--- src/rtl/mtio_pkg.sv ---
// Shared types and the device-number table for the multi-line terminal
// controller. Assumes at most 16 lines (32 table slots).
package mtio_pkg;

    localparam int AW       = 12;  // accumulator width
    localparam int SLOT_MAX = 32;  // table slots available

    // Per-line action requested by one IOT
    typedef struct packed {
        logic clr_in;
        logic wr_en;
        logic en_val;
        logic set_out;
        logic clr_out;
        logic start_tx;
    } line_op_t;

    // Device number held in table slot k (even: input, odd: output)
    function automatic logic [5:0] slot_dev(input int unsigned k);
        logic [5:0] lo;
        case (k / 2)
            0:  lo = 6'o40;
            1:  lo = 6'o42;
            2:  lo = 6'o44;
            3:  lo = 6'o46;
            4:  lo = 6'o34;
            5:  lo = 6'o11;
            6:  lo = 6'o30;
            7:  lo = 6'o32;
            8:  lo = 6'o50;
            9:  lo = 6'o52;
            10: lo = 6'o54;
            11: lo = 6'o56;
            12: lo = 6'o70;
            13: lo = 6'o36;
            14: lo = 6'o72;
            15: lo = 6'o06;
            default: lo = 6'o00;
        endcase
        return lo + 6'((k % 2) != 0 ? 1 : 0);
    endfunction

endpackage

--- src/rtl/mtio_decode.sv ---
// Device-number lookup: searches the first 2*count slots of the pair table
// and returns line index and direction. Assumes count <= MAXL <= 16.
module mtio_decode #(
    parameter int MAXL = 16,
    parameter int LW   = 4,
    parameter int CW   = 5
) (
    input  logic [5:0]    dev,
    input  logic [CW-1:0] count,
    output logic          hit,
    output logic [LW-1:0] line,
    output logic          is_out
);
    import mtio_pkg::*;

    localparam int SLOTS = 2 * MAXL;

    // Priority search, lowest slot wins
    always_comb begin
        hit    = 1'b0;
        line   = '0;
        is_out = 1'b0;
        for (int k = SLOTS - 1; k >= 0; k--) begin
            if (k < 2 * int'(count) && slot_dev(unsigned'(k)) == dev) begin
                hit    = 1'b1;
                line   = LW'(k / 2);
                is_out = (k % 2) == 1;
            end
        end
    end

endmodule

--- src/rtl/mtio_respond.sv ---
// Pulse interpreter: turns a decoded IOT into bus responses and one
// line_op_t for the addressed line. Purely combinational.
module mtio_respond #(
    parameter int BW = 8
) (
    input  logic                  valid,
    input  logic                  hit,
    input  logic                  is_out,
    input  logic [2:0]            pulse,
    input  logic [mtio_pkg::AW-1:0] ac,
    input  logic                  sel_idone,
    input  logic                  sel_odone,
    input  logic                  sel_en,
    input  logic [BW-1:0]         sel_rbuf,
    output logic                  skip,
    output logic [mtio_pkg::AW-1:0] ac_out,
    output logic                  nomatch,
    output logic                  illegal,
    output mtio_pkg::line_op_t    op
);
    import mtio_pkg::*;

    // Response and action selection by direction and pulse code
    always_comb begin
        skip    = 1'b0;
        ac_out  = ac;
        nomatch = 1'b0;
        illegal = 1'b0;
        op      = '0;
        if (valid) begin
            if (!hit) begin
                nomatch = 1'b1;
            end else if (!is_out) begin
                case (pulse)
                    3'd0: op.clr_in = 1'b1;
                    3'd1: skip = sel_idone;
                    3'd2: begin
                        op.clr_in = 1'b1;
                        ac_out    = '0;
                    end
                    3'd5: begin
                        op.wr_en  = 1'b1;
                        op.en_val = ac[0];
                    end
                    3'd6: begin
                        op.clr_in = 1'b1;
                        ac_out    = AW'(sel_rbuf);
                    end
                    default: illegal = 1'b1;
                endcase
            end else begin
                case (pulse)
                    3'd0: op.set_out = 1'b1;
                    3'd1: skip = sel_odone;
                    3'd2: op.clr_out = 1'b1;
                    3'd4: op.start_tx = 1'b1;
                    3'd5: skip = sel_en & (sel_idone | sel_odone);
                    3'd6: begin
                        op.clr_out  = 1'b1;
                        op.start_tx = 1'b1;
                    end
                    default: illegal = 1'b1;
                endcase
            end
        end
    end

endmodule

--- src/rtl/mtio_line.sv ---
// One terminal line: done flags, enable, buffers and the transmit
// handshake plus delay counter. wipe clears the line synchronously;
// live gates both character ports.
module mtio_line #(
    parameter int BW    = 8,
    parameter int DLY_W = 8
) (
    input  logic               clk,
    input  logic               wipe,
    input  logic               live,
    input  mtio_pkg::line_op_t op,
    input  logic [BW-1:0]      ac_byte,
    input  logic               rx_valid,
    input  logic [BW-1:0]      rx_data,
    input  logic               rx_break,
    output logic               rx_ready,
    output logic               tx_valid,
    output logic [BW-1:0]      tx_data,
    input  logic               tx_ready,
    input  logic [DLY_W-1:0]   tx_delay,
    output logic               idone,
    output logic               odone,
    output logic               en,
    output logic [BW-1:0]      rbuf
);
    logic             pend;
    logic             busy;
    logic [DLY_W-1:0] cnt;
    logic [BW-1:0]    obuf;
    logic             accept;
    logic             sent;
    logic             idone_nx;
    logic             odone_nx;

    assign rx_ready = live & ~idone;
    assign tx_valid = live & pend;
    assign tx_data  = obuf;
    assign accept   = rx_valid & rx_ready;
    assign sent     = busy & (cnt == '0) & ~op.start_tx;

    // Next done flags: clears first, sets win
    always_comb begin
        idone_nx = idone;
        if (op.clr_in) idone_nx = 1'b0;
        if (accept)    idone_nx = 1'b1;
        odone_nx = odone;
        if (op.clr_out)           odone_nx = 1'b0;
        if (op.set_out || sent)   odone_nx = 1'b1;
    end

    // Line state registers with synchronous clear
    always_ff @(posedge clk) begin
        if (wipe) begin
            idone <= 1'b0;
            odone <= 1'b0;
            en    <= 1'b1;
            rbuf  <= '0;
            obuf  <= '0;
            pend  <= 1'b0;
            busy  <= 1'b0;
            cnt   <= '0;
        end else begin
            idone <= idone_nx;
            odone <= odone_nx;
            if (op.wr_en) en <= op.en_val;
            if (accept) rbuf <= rx_break ? '0 : rx_data;
            if (op.start_tx) begin
                obuf <= ac_byte;
                pend <= 1'b1;
                busy <= 1'b0;
            end else if (tx_valid && tx_ready) begin
                pend <= 1'b0;
                busy <= 1'b1;
                cnt  <= tx_delay;
            end else if (busy) begin
                if (cnt == '0) busy <= 1'b0;
                else           cnt  <= cnt - 1'b1;
            end
        end
    end

endmodule

--- src/rtl/mtio_ctrl.sv ---
// Multi-line terminal IOT controller top. Decodes each IOT, answers it,
// routes the resulting action to one line and ORs the summary interrupts.
// Assumes line_count in 1..MAXL and MAXL <= 16.
module mtio_ctrl #(
    parameter int MAXL  = 16,
    parameter int BW    = 8,
    parameter int DLY_W = 8,
    localparam int LW   = (MAXL > 1) ? $clog2(MAXL) : 1,
    localparam int CW   = $clog2(MAXL + 1)
) (
    input  logic                    clk,
    input  logic                    rst_n,
    input  logic [CW-1:0]           line_count,
    input  logic [DLY_W-1:0]        tx_delay,
    input  logic                    iot_valid,
    input  logic [8:0]              iot_code,
    input  logic [mtio_pkg::AW-1:0] iot_ac,
    output logic                    iot_skip,
    output logic [mtio_pkg::AW-1:0] iot_ac_out,
    output logic                    iot_nomatch,
    output logic                    iot_illegal,
    output logic                    irq_in,
    output logic                    irq_out,
    input  logic [MAXL-1:0]         rx_valid,
    input  logic [MAXL*BW-1:0]      rx_data,
    input  logic [MAXL-1:0]         rx_break,
    output logic [MAXL-1:0]         rx_ready,
    output logic [MAXL-1:0]         tx_valid,
    output logic [MAXL*BW-1:0]      tx_data,
    input  logic [MAXL-1:0]         tx_ready
);
    import mtio_pkg::*;

    logic            hit;
    logic            is_out;
    logic [LW-1:0]   sel_line;
    line_op_t        op;
    logic [MAXL-1:0] idone, odone, en;
    logic [MAXL-1:0] act, act_q;
    logic [BW-1:0]   rbuf [MAXL];
    line_op_t        op_l [MAXL];

    mtio_decode #(.MAXL(MAXL), .LW(LW), .CW(CW)) u_decode (
        .dev    (iot_code[8:3]),
        .count  (line_count),
        .hit    (hit),
        .line   (sel_line),
        .is_out (is_out)
    );

    mtio_respond #(.BW(BW)) u_respond (
        .valid     (iot_valid),
        .hit       (hit),
        .is_out    (is_out),
        .pulse     (iot_code[2:0]),
        .ac        (iot_ac),
        .sel_idone (idone[sel_line]),
        .sel_odone (odone[sel_line]),
        .sel_en    (en[sel_line]),
        .sel_rbuf  (rbuf[sel_line]),
        .skip      (iot_skip),
        .ac_out    (iot_ac_out),
        .nomatch   (iot_nomatch),
        .illegal   (iot_illegal),
        .op        (op)
    );

    // Remember which lines were in service last cycle
    always_ff @(posedge clk) begin
        act_q <= act;
    end

    for (genvar i = 0; i < MAXL; i++) begin : g_line
        assign act[i]  = int'(line_count) > i;
        assign op_l[i] = (sel_line == LW'(i)) ? op : '0;

        mtio_line #(.BW(BW), .DLY_W(DLY_W)) u_line (
            .clk      (clk),
            .wipe     (!rst_n || (act[i] != act_q[i])),
            .live     (act[i] & act_q[i]),
            .op       (op_l[i]),
            .ac_byte  (iot_ac[BW-1:0]),
            .rx_valid (rx_valid[i]),
            .rx_data  (rx_data[i*BW +: BW]),
            .rx_break (rx_break[i]),
            .rx_ready (rx_ready[i]),
            .tx_valid (tx_valid[i]),
            .tx_data  (tx_data[i*BW +: BW]),
            .tx_ready (tx_ready[i]),
            .tx_delay (tx_delay),
            .idone    (idone[i]),
            .odone    (odone[i]),
            .en       (en[i]),
            .rbuf     (rbuf[i])
        );
    end

    assign irq_in  = |(idone & en);
    assign irq_out = |(odone & en);

endmodule

--- config.mk ---
export PLATFORM = sky130hd
export DESIGN_NAME = mtio_ctrl
export DESIGN_NICKNAME = d
export VERILOG_FILES = /design/src/rtl/mtio_pkg.sv /design/src/rtl/mtio_decode.sv /design/src/rtl/mtio_respond.sv /design/src/rtl/mtio_line.sv /design/src/rtl/mtio_ctrl.sv
export SDC_FILE = /design/constraint.sdc
export NUM_CORES = 1
export LEC_CHECK = 0
export CORE_ASPECT_RATIO = 1.4
export CORE_MARGIN = 5
export CORE_UTILIZATION = 49
export CTS_CLUSTER_DIAMETER = 40
export DETAILED_ROUTE_END_ITERATION = 10
export PLACE_DENSITY_LB_ADDON = 0.3
export SKIP_CTS_REPAIR_TIMING = 1
export SYNTH_ARGS = -nofsm -noshare
export SYNTH_HDL_FRONTEND = slang
export SYNTH_SLANG_ARGS = --single-unit
--- constraint.sdc ---
create_clock -name clk -period 3.3 [get_ports clk]
set_input_delay 0.495 -clock clk [delete_from_list [all_inputs] [get_ports clk]]
set_output_delay 0.495 -clock clk [all_outputs]
set_load 0.01 [all_outputs]
==> summary.txt, run 1 <==
Endpoints failing setup: 14
Crit path launch type: primary input
Reg-to-Reg Start: g_line[15].u_line.cnt[3]
Reg clk slew, reported paths: 0.06 ns
Max-cap violation count: 0
Starting DRT DRC Count: 2,412
Most common cell after layout, fill and taps aside: nand2_1
Vias in the first global route: 25,400
Die span in x: 195 um
Die Height: 270 um
RSZ-0062 raised after global routing: yes
Root Buffer: clkbuf_16
Multi-input gate area: 13,000 um2
Vias/cell: 5.99
Library cells used by synthesis: 76
Finished Layout Cells: 4,383
Tmin final: 3.66 ns
Ys flop type: dfxtp_1
Core Util, Final: 68.6%
Fin Hold WS: 0.312 ns
FF-to-FF path depth: 7
Core ar.: 47,900 um2
First-pass GRT wire length: 145,000 um
Share of layout cells above drive strength 1: 16.1%
Synth warn: 0
Total grt overflow: 0
H-tree lvl count: 2
Maximum clock path buffer count: 3
Slew headroom: 43.4%
Vias post-DR: 26,300
Critical path capture point type: output pin
EDFF count, synth: 0
Routed Antenna Nets: 0
Avg Inst Size Synth: 7.55 um2
Final Instance Area: 32,900 um2
Placer Congestion: 1.03
Worst-Skew Late Latency: 0.60 ns
Drt wl/cell: 22.2 um
Register area share after synthesis: 40.7%
Area Growth Syn to Fin: 39.2%
Site Rows: 95
Hold Crit Start: line_count[2]
Post-synth net total: 3,375
Port Buffers: 389
Period utilization: 111%
Setup Skew: 0.0154 ns
Setup TNS: -2.48 ns
Worst vdd ir: 0.000417 V
Antenna violations before repair: 5
Number of I/O pins: 390
Worst path arrival time: 3.16 ns
Hpwl dp: 73,300 um
Pre-CTS setup slack: -1.43 ns
Post-Syn Area: 23,600 um2
CTS tree: done
Die footprint: 52,700 um2
Cell count after synthesis: 3,126
Peak Freq: 273 MHz
Crit Path Class: in -> out
Clk sink count: 480
Register area: 9610 um2
PD cells: 433 nW/um2
Worst r2r dst: g_line[15].u_line.cnt[4]
CTS buffer count: 53
Commonest non-fill, non-tap cells in the layout: nand2_1 (496), dfxtp_1 (480), a21oi_1 (429), clkdlybuf4s50_1 (360), buf_4 (351)
Final hold vios: 0
Status: finished with violations
Overall power: 14.2 mW
# nets final: 3,956
Pin count of the biggest net entering global routing: 33
Hold Path End: act_q[13]
Dpl cells: 4,238
Starting density of the core: 49.3%
Total Wirelength: 97,300 um
Asr flop ratio synth: 0%
Least-Margin Pin Slew: 0.846 ns
Final WS setup: -0.358 ns
Critical Path RT: 2.80 ns
Final Max Tran Viols: 0
Placed cell areas: 30,100 um2
DR DRC count: 0
R2R Setup Slk: 0.83 ns
GRT Total Usage: 34.4%
Violated checks: negative setup slack
Drt pass-1 iters: 8
CP max FO: 7
FF+latch count, synth: 480
Fill cell count: 3,896
Hold Crit Depth: 3
Leak: 12.1 nW
HP Class: in -> reg
## layer usage
layer  routed length [um]  up-vias  part of all wire (%)  track usage (%)
met5                   13        -                 0.013                0
met4                 7380        2                   7.6             21.2
met3                 8570      377                   8.8             6.48
met2                46100     1426                    47             58.1
met1                35300    12300                    36             40.1
li1                     -    12200                     -                -
## registers in the layout, indices dropped and copies added, names as in the netlist
name                   count
g_line.u_line.cnt        128
g_line.u_line.rbuf       128
g_line.u_line.tx_data    128
act_q                     16
g_line.u_line.busy        16
g_line.u_line.en          16
g_line.u_line.idone       16
g_line.u_line.odone       16
g_line.u_line.pend        16
## cell usage after synthesis (10+ instances only)
cell type / instances / area share [%]
nand2_1: 506 / 8.1
dfxtp_1: 480 / 41
a211oi_1: 42 / 1.3
a221oi_1: 17 / 0.63
mux2i_1: 19 / 0.81
nor3b_1: 131 / 4.2
a22oi_1: 40 / 1.3
nor2_1: 320 / 5.1
clkbuf_1: 159 / 2.5
buf_4: 36 / 1.1
a21o_1: 10 / 0.32
nand3_1: 35 / 0.74
o21a_1: 14 / 0.45
o31ai_1: 11 / 0.35
inv_1: 47 / 0.75
buf_2: 35 / 0.74
or4_1: 13 / 0.41
and2_1: 29 / 0.77
and3_1: 30 / 0.80
nor3_1: 65 / 1.4
nor4_1: 17 / 0.45
o21ai_0: 207 / 4.4
a22o_1: 14 / 0.52
nor2b_1: 46 / 1.2
or3_1: 14 / 0.37
a31oi_1: 33 / 0.88
o21ai_1: 12 / 0.25
o22ai_1: 81 / 2.1
nand4_1: 25 / 0.66
ha_1: 36 / 1.9
a21oi_1: 432 / 9.2
a32oi_1: 14 / 0.52
buf_1: 15 / 0.24
nand2b_1: 35 / 0.93
clkbuf_2: 17 / 0.36
## kinds of logic after synthesis
logic type	synth area share [%]
AO/OA/AOI/OAI	23.9
XOR/XNOR	0.0371
adder cells (fa/ha/maj)	1.99
buffers and inverters	5.88
AND/OR/NAND/NOR	26.6
multiplexers	0.902
flip-flops	40.7
## final cells by class
| cell class | count | area share, % |
|---|---|---|
| multi-input combinational | 2334 | 39.6 |
| inverter | 48 | 0.548 |
| antenna | 4 | 0.0305 |
| tap | 630 | 2.40 |
| sequential | 480 | 29.3 |
| clock buffer | 66 | 4.43 |
| timing repair buffer | 790 | 22.4 |
| clock inverter | 31 | 1.34 |
## power by group
part	leakage [nW]	switching [mW]	internal (mW)
Sequential	3.88	0.0674	5.86
Clock	0.907	2.60	3.80
Combinational	7.33	1.04	0.862
## how the worst max path moves through the flow
stage / startpoint / cells past startpoint / slack, ns / endpoint
6_report: line_count[2] / 15 / -0.36 / iot_ac_out[2]
3_5_place_dp: iot_code[5] / 14 / -1.43 / iot_ac_out[4]
4_1_cts: iot_code[5] / 14 / -1.48 / iot_ac_out[4]
2_1_floorplan: line_count[4] / 13 / 0.004 / iot_skip
5_1_grt: iot_code[4] / 14 / -0.50 / iot_skip
3_3_place_gp: iot_code[5] / 14 / -1.41 / iot_ac_out[4]
## worst max-delay path, cell delays in order
cell and delay [ns]:
buf_4 0.14, or3_4 0.40, a21o_1 0.18, and4b_4 0.19, nor4_4 0.24, buf_4 0.20, nand2b_4 0.17, buf_12 0.14
o22ai_1 0.08, o21ai_1 0.20, buf_4 0.15, nand4_1 0.10, o21ai_2 0.22, buf_4 0.14, buf_4 0.11
No activity file was read; power rests on OpenSTA's default activity.
==> inputs of run 2 (changes only) <==
--- a/config.mk
+++ b/config.mk
@@ -5,6 +5,7 @@
 export SDC_FILE = /design/constraint.sdc
 export NUM_CORES = 1
 export LEC_CHECK = 0
+export CAP_MARGIN = 20
 export CORE_ASPECT_RATIO = 1.4
 export CORE_MARGIN = 5
 export CORE_UTILIZATION = 49
==> results of run 2 <==
Same layout as run 1: the final DEF is identical, and so are final timing and power.
